## src/rtl/latched_bus_xcvr.sv

```systemverilog
module latched_bus_xcvr #(
  parameter int WIDTH = 8
) (
  input  logic             clk,
  input  logic             rst,
  input  logic [WIDTH-1:0] a_in,
  input  logic [WIDTH-1:0] b_in,
  input  logic             ab_en_n,
  input  logic             ab_le_n,
  input  logic             ab_oe_n,
  input  logic             ba_en_n,
  input  logic             ba_le_n,
  input  logic             ba_oe_n,
  output logic [WIDTH-1:0] b_out,
  output logic             b_drv,
  output logic [WIDTH-1:0] a_out,
  output logic             a_drv
);

  logic [WIDTH-1:0] ab_q, ba_q;
  logic [WIDTH-1:0] ab_view, ba_view;
  logic             ab_load, ba_load;

  assign ab_load = !ab_en_n && !ab_le_n;
  assign ba_load = !ba_en_n && !ba_le_n;

  always_ff @(posedge clk) begin
    if (rst) begin
      ab_q <= '0;
      ba_q <= '0;
    end else begin
      if (ab_load) ab_q <= a_in;
      if (ba_load) ba_q <= b_in;
    end
  end

  assign ab_view = ab_load ? a_in : ab_q;
  assign ba_view = ba_load ? b_in : ba_q;

  assign b_drv = !ab_en_n && !ab_oe_n;
  assign a_drv = !ba_en_n && !ba_oe_n;
  assign b_out = b_drv ? ab_view : '0;
  assign a_out = a_drv ? ba_view : '0;


  reset_clear_chk: assert property (@(posedge clk)
    rst |=> (ab_q == '0 && ba_q == '0));


  ab_capture_chk: assert property (@(posedge clk) disable iff (rst)
    (!ab_en_n && !ab_le_n) |=> ab_q == $past(a_in));


  ba_capture_chk: assert property (@(posedge clk) disable iff (rst)
    (!ba_en_n && !ba_le_n) |=> ba_q == $past(b_in));


  ab_hold_chk: assert property (@(posedge clk) disable iff (rst)
    (ab_en_n || ab_le_n) |=> $stable(ab_q));


  ba_hold_chk: assert property (@(posedge clk) disable iff (rst)
    (ba_en_n || ba_le_n) |=> $stable(ba_q));


  ab_isolate_chk: assert property (@(posedge clk) disable iff (rst)
    ab_en_n |-> (!b_drv && b_out == '0));


  ba_isolate_chk: assert property (@(posedge clk) disable iff (rst)
    ba_en_n |-> (!a_drv && a_out == '0));


  b_held_drive_chk: assert property (@(posedge clk) disable iff (rst)
    (b_drv && ab_le_n) |-> b_out == ab_q);


  a_held_drive_chk: assert property (@(posedge clk) disable iff (rst)
    (a_drv && ba_le_n) |-> a_out == ba_q);

endmodule

```

## config.mk

```make
export PLATFORM = sky130hd
export DESIGN_NAME = latched_bus_xcvr
export DESIGN_NICKNAME = d
export VERILOG_FILES = /design/src/rtl/latched_bus_xcvr.sv
export SDC_FILE = /design/constraint.sdc
export NUM_CORES = 1
export LEC_CHECK = 0
export BUFFER_PORTS_ARGS = -buffer_cell sky130_fd_sc_hd__buf_4
export CORE_ASPECT_RATIO = 0.7
export CORE_MARGIN = 2
export CORE_UTILIZATION = 32
export CTS_BUF_LIST = sky130_fd_sc_hd__clkbuf_2 sky130_fd_sc_hd__clkbuf_4 sky130_fd_sc_hd__clkbuf_8
export DETAILED_ROUTE_END_ITERATION = 6
export SYNTH_ARGS = -nofsm -noshare
export SYNTH_HDL_FRONTEND = slang
export SYNTH_SLANG_ARGS = --single-unit
```

## constraint.sdc

```tcl
create_clock -name clk -period 1.6 [get_ports clk]
set_input_delay 0.08 -clock clk [delete_from_list [all_inputs] [get_ports clk]]
set_output_delay 0.08 -clock clk [all_outputs]
set_load 0.01 [all_outputs]
```

* Word level (Yosys, flattened, before mapping) *
Index checks and enable logic that the tools add are counted.
Widths: inputs -> output; s select.

storage, ports and cells
  flip-flop bits (word level) = 16
  input bits = 24
  output and inout bits = 18
  logic and storage cells = 16

cells by class
  multiplexer cells = 4
  reduce and logical (&&, ||, !) cells = 10

operator list
  operator           number
  $mux 8             4
  $logic_not 1->1    6
  $logic_and 1x1->1  4

* Depth between registers and ports, before layout *
  depth in word-level cells = 4
  depth in mapped cells = 4
  mapped depth without buffers = 2

* Worst setup path before layout *
Ideal clock, no wire load.

  kind = input to output
  start point = input port ba_en_n
  end point = output port a_out[0]
  data arrival time = 727 ps
  path slack = 793 ps
  cell stages on the path = 3
  buffers on the path = 1
  path through = or2_2 -> clkbuf_1 -> nor2_1

on the way
  word-level cells in the longest chain between the ends = 4
  elaborated cells on any way between the ends = 5

ends and longest elaborated chain
  what                RTL line  RTL
  start: declaration  11        input logic ba_en_n,
  $logic_not 1->1 *   25, 41
  $logic_and 1x1->1   25        assign ba_load = !ba_en_n && !ba_le_n;
  $mux 8              n/a
  $mux 8 *            43        assign a_out = a_drv ? ba_view : '0;
  end: declaration    16        output logic [WIDTH-1:0] a_out,

Every way passes the cells marked *; elsewhere a longest branch is shown, timed or not.

* Worst setup path in the final report *
  start point = register ab_q[4]
  end point = output port b_out[4]

on the way
  word-level cells in the longest chain between the ends = 2

ends and longest elaborated chain
  what                      RTL line  RTL
  start: declaration        20        logic [WIDTH-1:0] ab_q, ba_q;
  start signal: assignment  32        if (ab_load) ab_q <= a_in;
  $mux 8                    n/a
  $mux 8                    42        assign b_out = b_drv ? ab_view : '0;
  end: declaration          14        output logic [WIDTH-1:0] b_out,

No other way between the ends.

==> results.sh <==
export IMPL_min_delay_path_class="input pin to flop"
export IMPL_clkSinkCount=16
export IMPL_peakVddDrop_mv=0.425
export IMPL_die_y_um=49.0
export IMPL_post_synth_inst_count=110
export IMPL_global_route_overflow_total=0
export IMPL_power_per_cell_area_nw_per_um2=757
export IMPL_grt_pass1_wl_um=3510
export IMPL_grt_pass1_vias=814
export IMPL_critPathArrivalTime_ns=0.91
export IMPL_syn_cell_area_um2=927
export IMPL_synth_edff_count=0
export IMPL_place_hpwl_um=1470
export IMPL_timing_critical_path_slowest_cell_delay_ns=0.31
export IMPL_power_frac_clock_pct=36.6
export IMPL_max_slew_margin_pct=83.6
export IMPL_route_antenna_remaining_nets=0
export IMPL_crit_family="flip-flops"
export IMPL_post_route_cell_area_um2=1270
export IMPL_worstSetupEndpointType="output pin"
export IMPL_cts_root_buf="clkbuf_8"
export IMPL_ctsLongestPathBuffers=2
export IMPL_initial_core_util_pct=33.3
export IMPL_drt_vias_per_instance=4.84
export IMPL_setup_viol=0
export IMPL_design_core_area_um2=2780
export IMPL_detail_route_first_pass_iterations=4
export IMPL_layout_area_overhead_vs_synth_pct=36.8
export IMPL_cts_hold_buf=0
export IMPL_tritoncts="done"
export IMPL_synthDistinctLibCells=14
export IMPL_synthesis_area_per_instance_um2=8.43
export IMPL_synthesized_flop_and_latch_total=16
export IMPL_drv_cap=0
export IMPL_skew_ns=0
export IMPL_worst_skew_pair_late_latency_ns=0.24
export IMPL_timing_critical_path_fanout_max=2
export IMPL_synth_sequential_area_ratio_pct=34.5
export IMPL_dr_first_iter_drc_count=20
export IMPL_report_final_hold_viol_count=0
export IMPL_grt_antenna_before_repair=0
export IMPL_synth_area_leader_cell="dfxtp_1"
export IMPL_ys_top_cells_by_area="dfxtp_1 (35%), mux2i_1 (17%), or3b_1 (11%), a21oi_1 (8.6%), o21ai_0 (8.6%)"
export IMPL_tightest_slew_ns=0.246
export IMPL_power_static_leakage_nw=0.573
export IMPL_post_cts_setup_buffer_count=0
export IMPL_worstPathBufferInverterCount=1
export IMPL_proportion_of_netlist_area_held_by_the_largest_area_contributor_pct=34.5
export IMPL_gpl_final_weighted_congestion=0.665
export IMPL_power_share_sequential_pct=44.2
export IMPL_cp_slowest_cell="dfxtp_1"
export IMPL_synth_main_ff_cell="dfxtp_1"
export IMPL_ys_async_sr_fraction_pct=0
export IMPL_cell_breakdown_of_the_critical_path="mux2i_1 > nor2_1 > buf_4"
export IMPL_drive_gt1_share_pct=35.2
export IMPL_detail_route_wl_per_cell_um=11.2
export IMPL_drcViolationCount=0
export IMPL_grt_max_degree=25
export IMPL_criticalPathCategory="flop to output pin"
export IMPL_yosys_warnings=0
export IMPL_totalWireLength_um=2030
export IMPL_tns_ns=0
export IMPL_combinationalPowerShare_pct=19.2
export IMPL_layout_worst_path_cycle_share_pct=61.7
export IMPL_track_usage_pct=13.2
export IMPL_boundaryPins=42
export IMPL_netSwitchingPower_w=0.000228
export IMPL_outcome="finished clean"
export IMPL_dieArea_um2=3350
export IMPL_finalHoldWorstSlack_ns=0.135
export IMPL_fp_dieW_um=68.3
export IMPL_finalMaxSlewViolations=0
export IMPL_swShare_pct=23.7
export IMPL_p_int_w=0.000733
export IMPL_grt_setup_unrepaired="no"
export IMPL_port_buffer_count=41
export IMPL_mappedNetlistNets=134
export IMPL_achievable_frequency_mhz=1010
export IMPL_critical_path_required_ns=1.52
export IMPL_fp_row_count=16
export IMPL_ctsHtreeMaxLevel=1
export IMPL_clkTransAtPathRegs_ns=0.06
export IMPL_route_vias_total=876
export IMPL_cts_buffers=3
export IMPL_design_final_nets=170
export IMPL_dpl_instance_area_um2=1210
export IMPL_crit_path_start_kind="flop"
export IMPL_fill_cells=274
export IMPL_ys_top_cells_by_count="a21oi_1 (16), dfxtp_1 (16), mux2i_1 (16), nor2_1 (16), o21ai_0 (16)"
export IMPL_count_of_antenna_diodes_in_the_layout=0
export IMPL_timing_final_crit_period_ns=0.987
export IMPL_number_of_resized_instances_in_the_post_cts_repair_step=0
==> final cells by class <==
type                    instances  area, um2  area share, %
clock buffers                   4       55.1           4.34
multi-input cells              82        533           42.0
inverters                       2       7.51          0.592
well taps                      36       45.0           3.55
repair buffers                 41        308           24.3
flip-flops and latches         16        320           25.2
==> worst paths after layout <==
kind | from | end | slack [ns] | cells after the start
setup / recovery | ab_q[4]$_SDFF_PP0_ | b_out[4] | 0.61 | 3
setup reg to reg | ab_q[5]$_SDFF_PP0_ | ab_q[5]$_SDFF_PP0_ | 0.98 | 2
hold / removal | rst | ba_q[5]$_SDFF_PP0_ | 0.14 | 2
hold reg to reg | ab_q[7]$_SDFF_PP0_ | ab_q[7]$_SDFF_PP0_ | 0.48 | 2
==> layer usage <==
layer  wire, um  track usage (%)  up-vias
met5          0                0        -
li1           -                -      454
met2       1040             21.5        9
met1        902             17.2      411
met4         19             4.00        0
met3         62             3.00        2
==> state kept, by name, indices dropped and copies added, names as in the netlist <==
name / cells
ab_q: 8
ba_q: 8
==> worst register-to-register path: cells and delay by family, from the launching register on <==
kind / cells / cell delay, ns
AO/OA/AOI/OAI: 2 / 0.22
flip-flops: 1 / 0.33
==> layout by cell type (no fill, tap or decap) <==
| cell type | count |
|---|---|
| inv_1 | 2 |
| clkbuf_8 | 4 |
| a21oi_1 | 16 |
| or2_2 | 2 |
| dfxtp_1 | 16 |
| or3b_1 | 12 |
| o21ai_0 | 16 |
| nor2_1 | 16 |
| buf_4 | 41 |
| mux2i_1 | 16 |
| or3b_2 | 4 |
==> power by group through the flow <==
stage	registers, W	logic (W)	clock network [W]
3_3_place_gp	0.000433	0.000182	0
4_1_cts	0.000425	0.000186	0.000369
2_1_floorplan	0.000431	0.000109	0
6_report	0.000425	0.000184	0.000352
3_5_place_dp	0.000434	0.000185	0
5_1_grt	0.000426	0.000206	0.000388
==> metrics by stage <==
stage / std cells / worst slack, ns / power, W / utilization [%]
CTS: 181 / 0.603 / 0.000979 / 45.6
floorplan: 110 / 0.793 / 0.000540 / -
detailed placement: 177 / 0.630 / 0.000618 / 43.6
finish: 181 / 0.613 / 0.000961 / 45.6
global route: 181 / 0.544 / 0.00102 / 45.6
global placement: 177 / 0.662 / 0.000615 / 43.6
==> cells by family after synthesis <==
family          after synthesis  share of synthesized area [%]
buf+inv                      12                           7.96
flops                        16                           34.5
mux                          16                           17.3
simple gates                 34                           22.9
compound gates               32                           17.3
Note: power is estimated with default switching activity, not from simulation.
